## src/rtl/uart_tx_pkg.sv

```systemverilog
package uart_tx_pkg;

    typedef enum logic [2:0] {
        TS_IDLE,
        TS_ARM,
        TS_START,
        TS_DATA,
        TS_STOP,
        TS_BREAK
    } tx_state_e;

    typedef enum logic [1:0] {
        DS_RX,
        DS_TX,
        DS_TURN
    } dir_state_e;

endpackage

```

## src/rtl/uart_tx_shifter.sv

```systemverilog
module uart_tx_shifter
    import uart_tx_pkg::*;
#(
    parameter int DATA_W = 8
) (
    input  logic              clk,
    input  logic              rst_n,
    input  logic              bit_tick,
    input  logic              brk_req,
    input  logic [DATA_W-1:0] in_data,
    input  logic              in_valid,
    output logic              in_ready,
    output logic              tx_o,
    output logic              busy_nx,
    output logic              line_busy,
    output logic              brk_active
);

    localparam int CNT_W = (DATA_W > 1) ? $clog2(DATA_W) : 1;
    localparam logic [CNT_W-1:0] LAST_BIT = CNT_W'(DATA_W - 1);

    typedef struct packed {
        tx_state_e         st;
        logic [DATA_W-1:0] sh;
        logic [CNT_W-1:0]  cnt;
        logic              tx;
    } shift_t;

    shift_t r_d, r_q;
    logic   accept;

    assign in_ready = (r_q.st == TS_IDLE) && !brk_req;
    assign accept   = in_valid && in_ready;

    always_comb begin
        r_d = r_q;
        unique case (r_q.st)
            TS_IDLE: begin
                r_d.tx = 1'b1;
                if (brk_req) begin
                    // break only starts from an idle line
                    r_d.st = TS_BREAK;
                    r_d.tx = 1'b0;
                end else if (accept) begin
                    r_d.st = TS_ARM;
                    r_d.sh = in_data;
                end
            end
            TS_ARM: begin
                // wait for a bit boundary so the start bit is full length
                if (bit_tick) begin
                    r_d.st = TS_START;
                    r_d.tx = 1'b0;
                end
            end
            TS_START: begin
                if (bit_tick) begin
                    r_d.st  = TS_DATA;
                    r_d.tx  = r_q.sh[0];
                    r_d.sh  = r_q.sh >> 1;
                    r_d.cnt = '0;
                end
            end
            TS_DATA: begin
                if (bit_tick) begin
                    if (r_q.cnt == LAST_BIT) begin
                        r_d.st = TS_STOP;
                        r_d.tx = 1'b1;
                    end else begin
                        r_d.tx  = r_q.sh[0];
                        r_d.sh  = r_q.sh >> 1;
                        r_d.cnt = r_q.cnt + CNT_W'(1);
                    end
                end
            end
            TS_STOP: begin
                if (bit_tick) begin
                    if (brk_req) begin
                        r_d.st = TS_BREAK;
                        r_d.tx = 1'b0;
                    end else begin
                        r_d.st = TS_IDLE;
                        r_d.tx = 1'b1;
                    end
                end
            end
            TS_BREAK: begin
                r_d.tx = 1'b0;
                if (!brk_req) begin
                    r_d.st = TS_IDLE;
                    r_d.tx = 1'b1;
                end
            end
            default: begin
                r_d.st = TS_IDLE;
                r_d.tx = 1'b1;
            end
        endcase
    end

    always_ff @(posedge clk) begin
        if (!rst_n) begin
            r_q.st  <= TS_IDLE;
            r_q.sh  <= '0;
            r_q.cnt <= '0;
            r_q.tx  <= 1'b1;
        end else begin
            r_q <= r_d;
        end
    end

    assign tx_o       = r_q.tx;
    assign busy_nx    = (r_d.st != TS_IDLE);
    assign line_busy  = (r_q.st != TS_IDLE);
    assign brk_active = (r_q.st == TS_BREAK);

endmodule

```

## src/rtl/uart_tx_dir_ctrl.sv

```systemverilog
module uart_tx_dir_ctrl
    import uart_tx_pkg::*;
#(
    parameter int DLY_W = 4
) (
    input  logic             clk,
    input  logic             rst_n,
    input  logic             bit_tick,
    input  logic             hd_en,
    input  logic [DLY_W-1:0] turn_dly,
    input  logic             busy_nx,
    output logic             xcvr_en_o
);

    localparam logic [DLY_W-1:0] ONE = DLY_W'(1);

    typedef struct packed {
        dir_state_e       st;
        logic [DLY_W-1:0] cnt;
    } dir_t;

    dir_t r_d, r_q;

    always_comb begin
        r_d = r_q;
        unique case (r_q.st)
            DS_RX: begin
                if (busy_nx) r_d.st = DS_TX;
            end
            DS_TX: begin
                if (!busy_nx) begin
                    if (turn_dly == '0) begin
                        r_d.st = DS_RX;
                    end else begin
                        r_d.st  = DS_TURN;
                        r_d.cnt = turn_dly;
                    end
                end
            end
            DS_TURN: begin
                if (busy_nx) begin
                    // new traffic cancels the pending turnaround
                    r_d.st = DS_TX;
                end else if (bit_tick) begin
                    if (r_q.cnt == ONE) r_d.st = DS_RX;
                    else                r_d.cnt = r_q.cnt - ONE;
                end
            end
            default: r_d.st = DS_RX;
        endcase
    end

    always_ff @(posedge clk) begin
        if (!rst_n) begin
            r_q.st  <= DS_RX;
            r_q.cnt <= '0;
        end else begin
            r_q <= r_d;
        end
    end

    assign xcvr_en_o = !hd_en || (r_q.st != DS_RX);

endmodule

```

## src/rtl/uart_tx_hd.sv

```systemverilog
module uart_tx_hd
#(
    parameter int DATA_W = 8,
    parameter int BRK_W  = 8,
    parameter int DLY_W  = 4
) (
    input  logic              clk,
    input  logic              rst_n,
    input  logic              bit_tick,
    input  logic [DATA_W-1:0] in_data,
    input  logic              in_valid,
    output logic              in_ready,
    input  logic [BRK_W-1:0]  brk_ctrl,
    input  logic              hd_en,
    input  logic [DLY_W-1:0]  turn_dly,
    output logic              tx_o,
    output logic              xcvr_en_o
);

    logic brk_req;
    logic busy_nx;
    logic line_busy;
    logic brk_active;

    assign brk_req = |brk_ctrl;

    uart_tx_shifter #(
        .DATA_W (DATA_W)
    ) u_shift (
        .clk        (clk),
        .rst_n      (rst_n),
        .bit_tick   (bit_tick),
        .brk_req    (brk_req),
        .in_data    (in_data),
        .in_valid   (in_valid),
        .in_ready   (in_ready),
        .tx_o       (tx_o),
        .busy_nx    (busy_nx),
        .line_busy  (line_busy),
        .brk_active (brk_active)
    );

    uart_tx_dir_ctrl #(
        .DLY_W (DLY_W)
    ) u_dir (
        .clk       (clk),
        .rst_n     (rst_n),
        .bit_tick  (bit_tick),
        .hd_en     (hd_en),
        .turn_dly  (turn_dly),
        .busy_nx   (busy_nx),
        .xcvr_en_o (xcvr_en_o)
    );

endmodule

```

## config.mk

```make
export PLATFORM = sky130hd
export DESIGN_NAME = uart_tx_hd
export DESIGN_NICKNAME = d
export VERILOG_FILES = /design/src/rtl/uart_tx_pkg.sv /design/src/rtl/uart_tx_shifter.sv /design/src/rtl/uart_tx_dir_ctrl.sv /design/src/rtl/uart_tx_hd.sv
export SDC_FILE = /design/constraint.sdc
export NUM_CORES = 1
export LEC_CHECK = 0
export ABC_AREA = 1
export BUFFER_PORTS_ARGS = -buffer_cell sky130_fd_sc_hd__buf_2
export CAP_MARGIN = 40
export CORE_MARGIN = 4
export CORE_UTILIZATION = 58
export CTS_BUF_LIST = sky130_fd_sc_hd__clkbuf_16
export CTS_CLUSTER_DIAMETER = 50
export DETAILED_ROUTE_END_ITERATION = 12
export PLACE_DENSITY = 0.87
export SYNTH_ARGS = -nofsm -noshare
export SYNTH_HDL_FRONTEND = slang
export SYNTH_SLANG_ARGS = --single-unit
```

## constraint.sdc

```tcl
create_clock -name clk -period 4.15 [get_ports clk]
set_clock_uncertainty 0.05 [all_clocks]
set_input_delay 0 -clock clk [delete_from_list [all_inputs] [get_ports clk]]
set_output_delay 0 -clock clk [all_outputs]
set_load 0.05 [all_outputs]
```

==> flow_summary.json, run 1 <==
{
  "status": "finished with violations",
  "violations": "hold timing",
  "grt_max_degree": 16,
  "cp.depth": 15,
  "dp.cells": 247,
  "syn_nets": 225,
  "ff2ff_path_depth": 15,
  "synth-simple-area-share_pct": 39.2,
  "synth_top_family_by_area": "simple AND/OR/NAND/NOR gates",
  "io_pins": 28,
  "p_per_area_nw_per_um2": 593,
  "crit_family": "simple AND/OR/NAND/NOR gates",
  "peakVddDrop_uv": 375,
  "syn_area_um2": 1350,
  "grt_pass1_vias": 1220,
  "max-slew-margin-rel_pct": 62.2,
  "fmax_mhz": 522,
  "required_ns": 4.25,
  "worst_slack_ns": 2.23,
  "critical_path_class": "register to register",
  "first_pass_iters": 4,
  "worstReg2RegEnd": "u_dir.r_q[2]$_SDFFE_PN0P_",
  "vias": 1338,
  "grt_overflow": 0,
  "routed_wl_um": 2960,
  "grt_pass1_wl_um": 5010,
  "dp_hpwl_um": 2160,
  "period_share_pct": 46.2,
  "tritoncts": "built",
  "tightestPinTransition_ns": 0.567,
  "use_met2_pct": 33.7,
  "die_w_um": 56.2,
  "grt_use_met3_pct": 3.48,
  "hold_path.class": "primary input to register",
  "path_buf_inv": 2,
  "initial_core_util_pct": 60.9,
  "crit_end": "u_dir.r_q[2]$_SDFFE_PN0P_",
  "crit_top_cell": "nor2_1",
  "die-area_um2": 3160,
  "dpl_worst_slack_ns": 2.36,
  "arrival_ns": 2.01,
  "antenna_found_initial": 0,
  "grt-busiest-layer": "met2",
  "synth_mux_area_share_pct": 0,
  "cp-start-kind": "register",
  "multi_input_area_um2": 810,
  "reg2reg_from": "u_shift.r_q[1]$_SDFFE_PN0P_",
  "post_drt_wl_per_cell_um": 11.7,
  "rsz0062_at_grt": "no",
  "clk_latency_ns": 0.25,
  "drive_gt1_share_pct": 25.9,
  "period_needed_ns": 1.92,
  "holdWs_ns": -0.00351,
  "met1_usage_pct": 24.1,
  "nets": 254,
  "tns_ns": 0,
  "cts_resized": 0,
  "antenna_left": 0,
  "dpl_cell_area_um2": 1490,
  "drv_slew": 0,
  "final_area_um2": 1580,
  "synth-xor-area-share_pct": 1.30,
  "clk_pin_slew_ns": 0.06,
  "rrSetupSlack_ns": 2.23,
  "cts_sinks": 21,
  "cts_root_buf": "clkbuf_16",
  "synth_fa_ha_area_share_pct": 3.71,
  "setup_viol_count_final": 0,
  "track_usage_pct": 19.1,
  "via_per_inst": 5.31,
  "cts_max_level": 1,
  "worst_path_largest_cell_delay_ns": 0.36,
  "clockBufferDepth": 2,
  "drt_iter0_drc": 39,
  "hold_viol_final": 1,
  "path_cells": "ha_1, ha_1, nand2_1, inv_1, nor2_1, nor2_1, nand2_1, nor2_1, nand2_1, inv_2, nand2_4, nand2_4, nand2_4, nor2_1, nor2_2",
  "ys_warn_count": 0,
  "drc": 0,
  "ff_latch_area_um2": 420,
  "place_congestion": 0.844,
  "synth_cell_type_count": 33,
  "p_leak_nw": 0.738,
  "syn_to_final_growth_pct": 17.5,
  "synth.yosys.seq_area_share_pct": 31.2,
  "core_um2": 2210,
  "die_h_um": 56.2,
  "synth_compound_area_share_pct": 15.9,
  "ys_seq_elements": 21,
  "n_antenna_cell": 0,
  "synth_cells": 196,
  "cts_made_buffers": 3,
  "fillCellCount": 199,
  "drv_cap": 0,
  "cp_max_fo": 5,
  "port_buffers": 27,
  "num_rows": 17,
  "worst_path_max_delay_cell": "dfxtp_1",
  "avgSynthCellArea_um2": 6.88,
  "cp-end-kind": "register",
  "worstSetupStartpoint": "u_shift.r_q[1]$_SDFFE_PN0P_",
  "final_cells": 252
}
## repair_timing
item | in CTS | in global routing
endpoints found under the hold margin | 1 | 0
endpoints found under the setup margin | 0 | 0
hold buffers | 1 | 0
buffers inserted | 0 | 0
## cell usage in the layout, fill, tap and decap left out, types with 6 or more instances in the layout
master / synthesis / routed
buf_2: 1 / 27
o21ai_0: 7 / 7
inv_1: 20 / 20
a21o_1: 6 / 6
a21oi_1: 12 / 12
nor2_2: 9 / 9
nand2_1: 42 / 42
nand3_1: 14 / 14
nor2_1: 22 / 22
dfxtp_1: 21 / 21
## metal layers
metal,wire (µm),vias to the layer above,part of all wire [%]
met5,0,-,0
met1,1310,606,44
met4,32,0,1.1
met3,149,6,5.0
met2,1460,31,49
li1,-,695,-
## cells in the mapped netlist
cell / n / area, µm²
nor4_1: 2 / 12.5
a21oi_1: 12 / 60.1
o221ai_1: 1 / 8.76
nand2_2: 1 / 6.26
a32oi_1: 1 / 8.76
nand3_1: 14 / 70.1
buf_6: 1 / 11.3
nand3_2: 2 / 20.0
nor2_4: 4 / 45.0
xnor2_1: 1 / 8.76
o21ai_1: 1 / 5.00
clkbuf_1: 2 / 7.51
ha_1: 4 / 50.1
nand2_1: 42 / 158
o21ai_0: 7 / 35.0
inv_2: 5 / 18.8
o21ai_2: 1 / 8.76
a21o_1: 6 / 45.0
nor2_2: 9 / 56.3
buf_2: 1 / 5.00
nor2_1: 22 / 82.6
a32o_1: 1 / 10.0
nand4_1: 1 / 6.26
o2111ai_1: 1 / 8.76
or2_2: 1 / 6.26
inv_1: 20 / 75.1
a31oi_1: 1 / 6.26
dfxtp_1: 21 / 420
nand2_4: 4 / 45.0
nor3_1: 4 / 20.0
xor2_1: 1 / 8.76
o21a_1: 1 / 7.51
o211a_1: 1 / 10.0
## worst min path at each step
| stage | depth (start not counted) | endpoint | start | slack [ns] |
|---|---|---|---|---|
| global route | 3 | u_shift.r_q[11]$_SDFFE_PN0P_ | in_data[7] | 0.01 |
| detailed placement | 2 | u_shift.tx_o$_SDFFE_PN1P_ | rst_n | 0.25 |
| CTS | 3 | u_shift.r_q[11]$_SDFFE_PN0P_ | in_data[7] | 0.002 |
| global placement | 3 | u_shift.r_q[11]$_SDFFE_PN0P_ | in_data[7] | 0.21 |
| floorplan | 2 | u_shift.r_q[11]$_SDFFE_PN0P_ | in_data[7] | 0.12 |
| finish | 3 | u_shift.r_q[11]$_SDFFE_PN0P_ | in_data[7] | -0.004 |
## where the power goes
part / switching [W] / internal (W)
Combinational: 0.000290 / 0.000157
Sequential: 0.0000427 / 0.000247
Clock: 0.0000734 / 0.000129
Total: 0.000406 / 0.000533
## flip-flops by register name (all words and copies together) (netlist names)
| signal | cells |
|---|---|
| u_dir.r_q | 6 |
| u_shift.r_q | 14 |
| u_shift.tx_o | 1 |
## layout make-up
| type | instances | area share, % |
|---|---|---|
| timing repair buffer | 28 | 9.16 |
| sequential | 21 | 26.5 |
| inverter | 25 | 5.92 |
| clock buffer | 3 | 4.74 |
| multi-input combinational | 146 | 51.1 |
| tap | 28 | 2.21 |
| clock inverter | 1 | 0.316 |
## through the flow
step	hold WS [ns]	total power [W]	util (%)
final	-0.00351	0.000939	71.6
after global routing	0.0110	0.00101	71.6
after CTS	0.00239	0.000939	71.6
after detailed placement	0.249	0.000735	67.5
after global placement	0.214	0.000726	67.5
after floorplan	0.122	0.000655	-
## cell families after synthesis
kind of cell | count (synthesis)
compound gates | 34
xor+xnor | 2
fa+ha+maj | 4
buf+inv | 29
flops | 21
simple gates | 106
## worst reg2reg max path, cell delays in order, from the launching register on
cell     delay [ns]
dfxtp_1        0.36
ha_1           0.17
ha_1           0.19
nand2_1        0.10
inv_1          0.09
nor2_1         0.06
nor2_1         0.10
nand2_1        0.06
nor2_1         0.10
nand2_1        0.07
inv_2          0.08
nand2_4        0.06
nand2_4        0.07
nand2_4        0.06
nor2_1         0.14
nor2_2         0.05
Note: power is estimated with default switching activity, not from simulation.
==> run 2: changes to the inputs <==
ABC_AREA = 0   (was 1)
CORE_UTILIZATION = 53   (was 58)
PLACE_DENSITY = 0.81   (was 0.87)
clock period = 1.96 ns   (was 4.15 ns; I/O delays follow)
==> flow_summary.json, run 2 <==
{
  "clockBufferDepth": 2,
  "critical_path_class": "register to register",
  "yosys.area.top_type": "dfxtp_1",
  "multi_input_area_um2": 866,
  "avgSynthCellArea_um2": 8.95,
  "status": "finished, final reports clean",
  "place_congestion": 0.832,
  "track_usage_pct": 18.9,
  "final_cells": 204,
  "port_buffers": 27,
  "p_leak_nw": 0.680,
  "drive_gt1_share_pct": 30.7,
  "dp_hpwl_um": 2030,
  "die_w_um": 56.8,
  "syn_area_um2": 1260,
  "synth_cells": 141,
  "nets": 206,
  "dpl_cell_area_um2": 1470,
  "initial_core_util_pct": 56.5,
  "cts_sinks": 21,
  "period_share_pct": 95.7,
  "cp-end-kind": "register",
  "worst_path_largest_cell_delay_ns": 0.46,
  "hold_path_depth": 3,
  "via_per_inst": 6.08,
  "drv_cap": 0,
  "p_per_area_nw_per_um2": 684,
  "fin_util_pct": 73.1,
  "ff_latch_area_um2": 424,
  "drc": 0,
  "post_drt_wl_per_cell_um": 14.7,
  "synth_common_cells": "21 x dfxtp_1, 14 x nand2_1, 10 x nor2_1, 8 x a221o_1, 8 x and3_1",
  "synth_ff_type": "dfxtp_1",
  "synth.most_common_cell": "dfxtp_1",
  "cts_made_buffers": 3,
  "synth_area_leaders": "dfxtp_1 33%, a221o_1 6.3%, nor4_4 5.1%",
  "final_area_um2": 1630,
  "syn_to_final_growth_pct": 29.2,
  "cp-start-kind": "register",
  "core_um2": 2230,
  "antenna_found_initial": 0,
  "synth_top_cell_area_share_pct": 33.3,
  "drt_iter0_drc": 44,
  "die_h_um": 56.8,
  "final_common_cell": "buf_2",
  "max-slew-margin-rel_pct": 62.6,
  "crit_top_cell": "ha_4",
  "synth_edf_count": 0,
  "largest-register": "u_shift.r_q",
  "tightestPinTransition_ns": 0.553,
  "die-area_um2": 3230,
  "ys_warn_count": 0,
  "required_ns": 2.06,
  "ff2ff_path_depth": 6,
  "path_cells": "ha_4, ha_4, nand2b_4, a221o_2, a221o_1, and3_1",
  "routed_wl_um": 3000,
  "cts_max_level": 1,
  "synth_cell_type_count": 36,
  "cts_setup_buffers": 0,
  "cp_max_fo": 7,
  "grt_overflow": 0,
  "vias": 1241,
  "num_rows": 17,
  "fmax_mhz": 533,
  "path_buf_inv": 0,
  "synth.yosys.seq_area_share_pct": 33.3,
  "cts_root_buf": "clkbuf_16",
  "hold_viol_final": 0,
  "arrival_ns": 1.97,
  "tritoncts": "built",
  "dp.cells": 198,
  "grt_pass1_vias": 1167,
  "grt_max_degree": 26,
  "grt_pass1_wl_um": 5020,
  "ys_seq_elements": 21,
  "async_flop_share_pct": 0,
  "final_cell_mix": "27 x buf_2, 18 x dfxtp_1, 14 x nand2_1, 10 x nor2_1",
  "hold_path.class": "primary input to register",
  "holdWs_ns": 0.0437,
  "cp.depth": 6,
  "power_w": 0.00112,
  "n_antenna_cell": 0,
  "clk_pin_slew_ns": 0.06,
  "drv_slew": 0,
  "io_pins": 28,
  "setup_viol_count_final": 0,
  "peakVddDrop_uv": 536,
  "worst_path_max_delay_cell": "a221o_2",
  "clk_latency_ns": 0.25,
  "period_needed_ns": 1.88,
  "crit_family": "compound AO/OA/AOI/OAI gates",
  "antenna_left": 0,
  "first_pass_iters": 4,
  "largest_reg_flops": 14,
  "syn_nets": 170,
  "fillCellCount": 179
}
-- run 2: cell types whose count changed in the layout (fill, tap and decap cells not counted), sizes merged, moves of 7 or more --
cell / change
nand2: -33
nor2: -25
inv: -21
nand3: -14
a221o: +9
buf: +9
o21ai: -9
a21oi: -8
and3: +8
nor2b: +7
or2b: +7
-- run 2: repair_timing --
item,in CTS,in global routing
hold buffers,1,0
pin swaps,1,4
endpoints found under the setup margin,8,14
gates resized for setup,1,13
endpoints found under the hold margin,1,0
cloned,0,1
-- run 2: worst paths after layout --
| check | start | endpoint | slack (ns) |
|---|---|---|---|
| worst max-delay path | u_shift.r_q[2]$_SDFFE_PN0P_ | u_shift.r_q[5]$_SDFFE_PN0P_ | 0.08 |
| worst min-delay path | turn_dly[1] | u_dir.r_q[1]$_SDFFE_PN0P_ | 0.04 |
| worst max register to register | u_shift.r_q[2]$_SDFFE_PN0P_ | u_shift.r_q[5]$_SDFFE_PN0P_ | 0.08 |
| worst min register to register | u_dir.r_q[3]$_SDFFE_PN0P_ | u_dir.r_q[3]$_SDFFE_PN0P_ | 0.44 |
-- run 2: kinds of logic after synthesis --
kind of cell | count (synthesis) | synth area share, %
AO/OA/AOI/OAI | 26 | 16.8
XOR/XNOR | 3 | 2.08
adder cells (fa/ha/maj) | 4 | 3.96
buffers and inverters | 10 | 3.77
flip-flops | 21 | 33.3
multiplexers | 5 | 3.96
AND/OR/NAND/NOR | 72 | 36.2
-- run 2: worst min-delay path, cell delays in order --
cell,delay (ns)
buf_2,0.09
o211ai_1,0.09
mux2i_1,0.13
-- run 2: metrics by stage --
stage / setup slack (ns) / TNS, ns
after floorplan: 0.00396 / 0
after global placement: 0.0381 / 0
after detailed placement: -0.0329 / -0.110
after CTS: 0.00520 / 0
after global routing: -0.0205 / -0.0401
final: 0.0838 / 0
-- run 2: cell type report --
type,count,area share (%)
sequential,21,26.0
tap,28,2.15
clock buffer,3,4.60
inverter,3,0.690
timing repair buffer,37,13.3
multi-input combinational,111,53.1
clock inverter,1,0.230
-- run 2: power by group --
group          switching (W)  internal (W)  total (W)
registers          0.0000247      0.000447   0.000472
logic               0.000119      0.000102   0.000222
clock network       0.000151      0.000272   0.000422
total               0.000295      0.000821    0.00112
-- run 2: routing by layer --
layer  part of all wire (%)  vias up  track usage, %
met5                      0        -               0
met4                    1.3        0            8.28
met3                    6.6        4            2.53
met2                     49       44            30.7
met1                     43      594            24.8
li1                       -      599               -
==> run 3: changes to the inputs <==
clock period = 1.75 ns   (was 1.96 ns; I/O delays follow)
==> flow_summary.json, run 3 (synthesized netlist as in run 2, its figures left out) <==
{
  "cp-start-kind": "register",
  "worst_path_largest_cell_delay_ns": 0.43,
  "dp_hpwl_um": 2270,
  "cts_max_level": 1,
  "routed_wl_um": 3620,
  "antenna_found_initial": 0,
  "antenna_left": 0,
  "io_pins": 28,
  "core_um2": 2230,
  "num_rows": 17,
  "arrival_ns": 1.97,
  "grt_pass1_vias": 1295,
  "grt_pass1_wl_um": 5960,
  "crit_family": "compound AO/OA/AOI/OAI gates",
  "fmax_mhz": 533,
  "holdWs_ns": 0.0374,
  "grt_max_degree": 26,
  "final_cell_mix": "27 x buf_2, 22 x buf_4, 18 x dfxtp_1, 14 x nand2_1, 10 x nor2_1",
  "cp_max_fo": 7,
  "violations": "setup timing",
  "final_cells": 218,
  "via_per_inst": 5.98,
  "clk_pin_slew_ns": 0.06,
  "critical_path_class": "register to register",
  "drive_gt1_share_pct": 37.9,
  "largest_reg_flops": 14,
  "hold_viol_final": 0,
  "path_cells": "ha_4, ha_4, nand2b_4, a221o_2, a221o_1, and3_4",
  "die-area_um2": 3230,
  "track_usage_pct": 23.5,
  "drv_cap": 0,
  "post_drt_wl_per_cell_um": 16.6,
  "cts_sinks": 21,
  "dp.cells": 211,
  "place_congestion": 0.784,
  "tritoncts": "built",
  "final_common_cell": "buf_2",
  "drc": 0,
  "n_antenna_cell": 0,
  "rsz0062_at_grt": "yes",
  "worst_path_max_delay_cell": "a221o_2",
  "grt_overflow": 0,
  "tightestPinTransition_ns": 0.461,
  "largest-register": "u_shift.r_q",
  "syn_to_final_growth_pct": 38.9,
  "dpl_worst_slack_ns": -0.122,
  "drv_slew": 0,
  "cts_made_buffers": 3,
  "clockBufferDepth": 2,
  "initial_core_util_pct": 56.5,
  "period_needed_ns": 1.88,
  "p_per_area_nw_per_um2": 747,
  "first_pass_iters": 5,
  "vias": 1304,
  "setup_viol_count_final": 12,
  "peakVddDrop_uv": 550,
  "p_leak_nw": 0.747,
  "period_share_pct": 107,
  "status": "finished with violations",
  "drt_iter0_drc": 57,
  "path_buf_inv": 0,
  "port_buffers": 27,
  "cp-end-kind": "register",
  "fin_util_pct": 78.5,
  "required_ns": 1.85,
  "max-slew-margin-rel_pct": 69.2,
  "die_w_um": 56.8,
  "die_h_um": 56.8,
  "nets": 220,
  "fillCellCount": 164,
  "cts_root_buf": "clkbuf_16",
  "hold_path.class": "primary input to register",
  "clk_latency_ns": 0.25,
  "worst_slack_ns": -0.125,
  "crit_top_cell": "ha_4"
}
[run 3: worst paths after layout]
path                               start                     endpoint  slack, ns  cells past startpoint
min reg2reg    u_dir.r_q[1]$_SDFFE_PN0P_    u_dir.r_q[1]$_SDFFE_PN0P_       0.42                      2
max          u_shift.r_q[2]$_SDFFE_PN0P_  u_shift.r_q[5]$_SDFFE_PN0P_      -0.13                      6
min                          turn_dly[3]    u_dir.r_q[3]$_SDFFE_PN0P_       0.04                      3
max reg2reg  u_shift.r_q[2]$_SDFFE_PN0P_  u_shift.r_q[5]$_SDFFE_PN0P_      -0.13                      6
[run 3: area by class of cell]
type / instances / area, µm² / share of cell area, %
Timing Repair Buffer: 51 / 322 / 18.3
Inverter: 3 / 11.3 / 0.642
Clock buffer: 3 / 75.1 / 4.28
Tap cell: 28 / 35.0 / 2.00
Clock inverter: 1 / 7.51 / 0.428
Sequential cell: 21 / 424 / 24.2
Multi-Input combinational cell: 111 / 880 / 50.1
[run 3: power by group]
part	switching (W)	internal, W	total [W]
Clock	0.000180	0.000309	0.000489
Sequential	0.0000263	0.000500	0.000527
Combinational	0.000152	0.000143	0.000295
Total	0.000359	0.000952	0.00131
[run 3: tightest hold or removal path, cell delays in order]
cell and delay (ns):
buf_2 0.09, o211ai_1 0.09, mux2i_1 0.12
[run 3: repair_timing]
| action | in CTS | in global routing |
|---|---|---|
| endpoints found under the setup margin | 13 | 14 |
| hold buffers | 1 | 0 |
| buffers inserted | 0 | 1 |
| pin swaps | 2 | 3 |
| resized for setup | 6 | 4 |
| hold endpoints to repair | 1 | 0 |
| gates cloned | 1 | 0 |
[run 3: routing by layer]
layer  track usage (%)  part of all wire (%)
met2              38.8                    51
met5                 0                     0
met1              28.2                    40
met4              10.6                   2.5
met3              6.44                   6.8
[run 3: through the flow]
step / total power (W) / setup TNS (ns) / area (µm²)
after global routing: 0.00137 / -1.76 / 1750
after CTS: 0.00131 / -0.949 / 1730
after global placement: 0.000789 / -0.598 / 1600
after floorplan: 0.000690 / -0.446 / 1300
final: 0.00131 / -0.897 / 1750
after detailed placement: 0.000801 / -1.25 / 1600
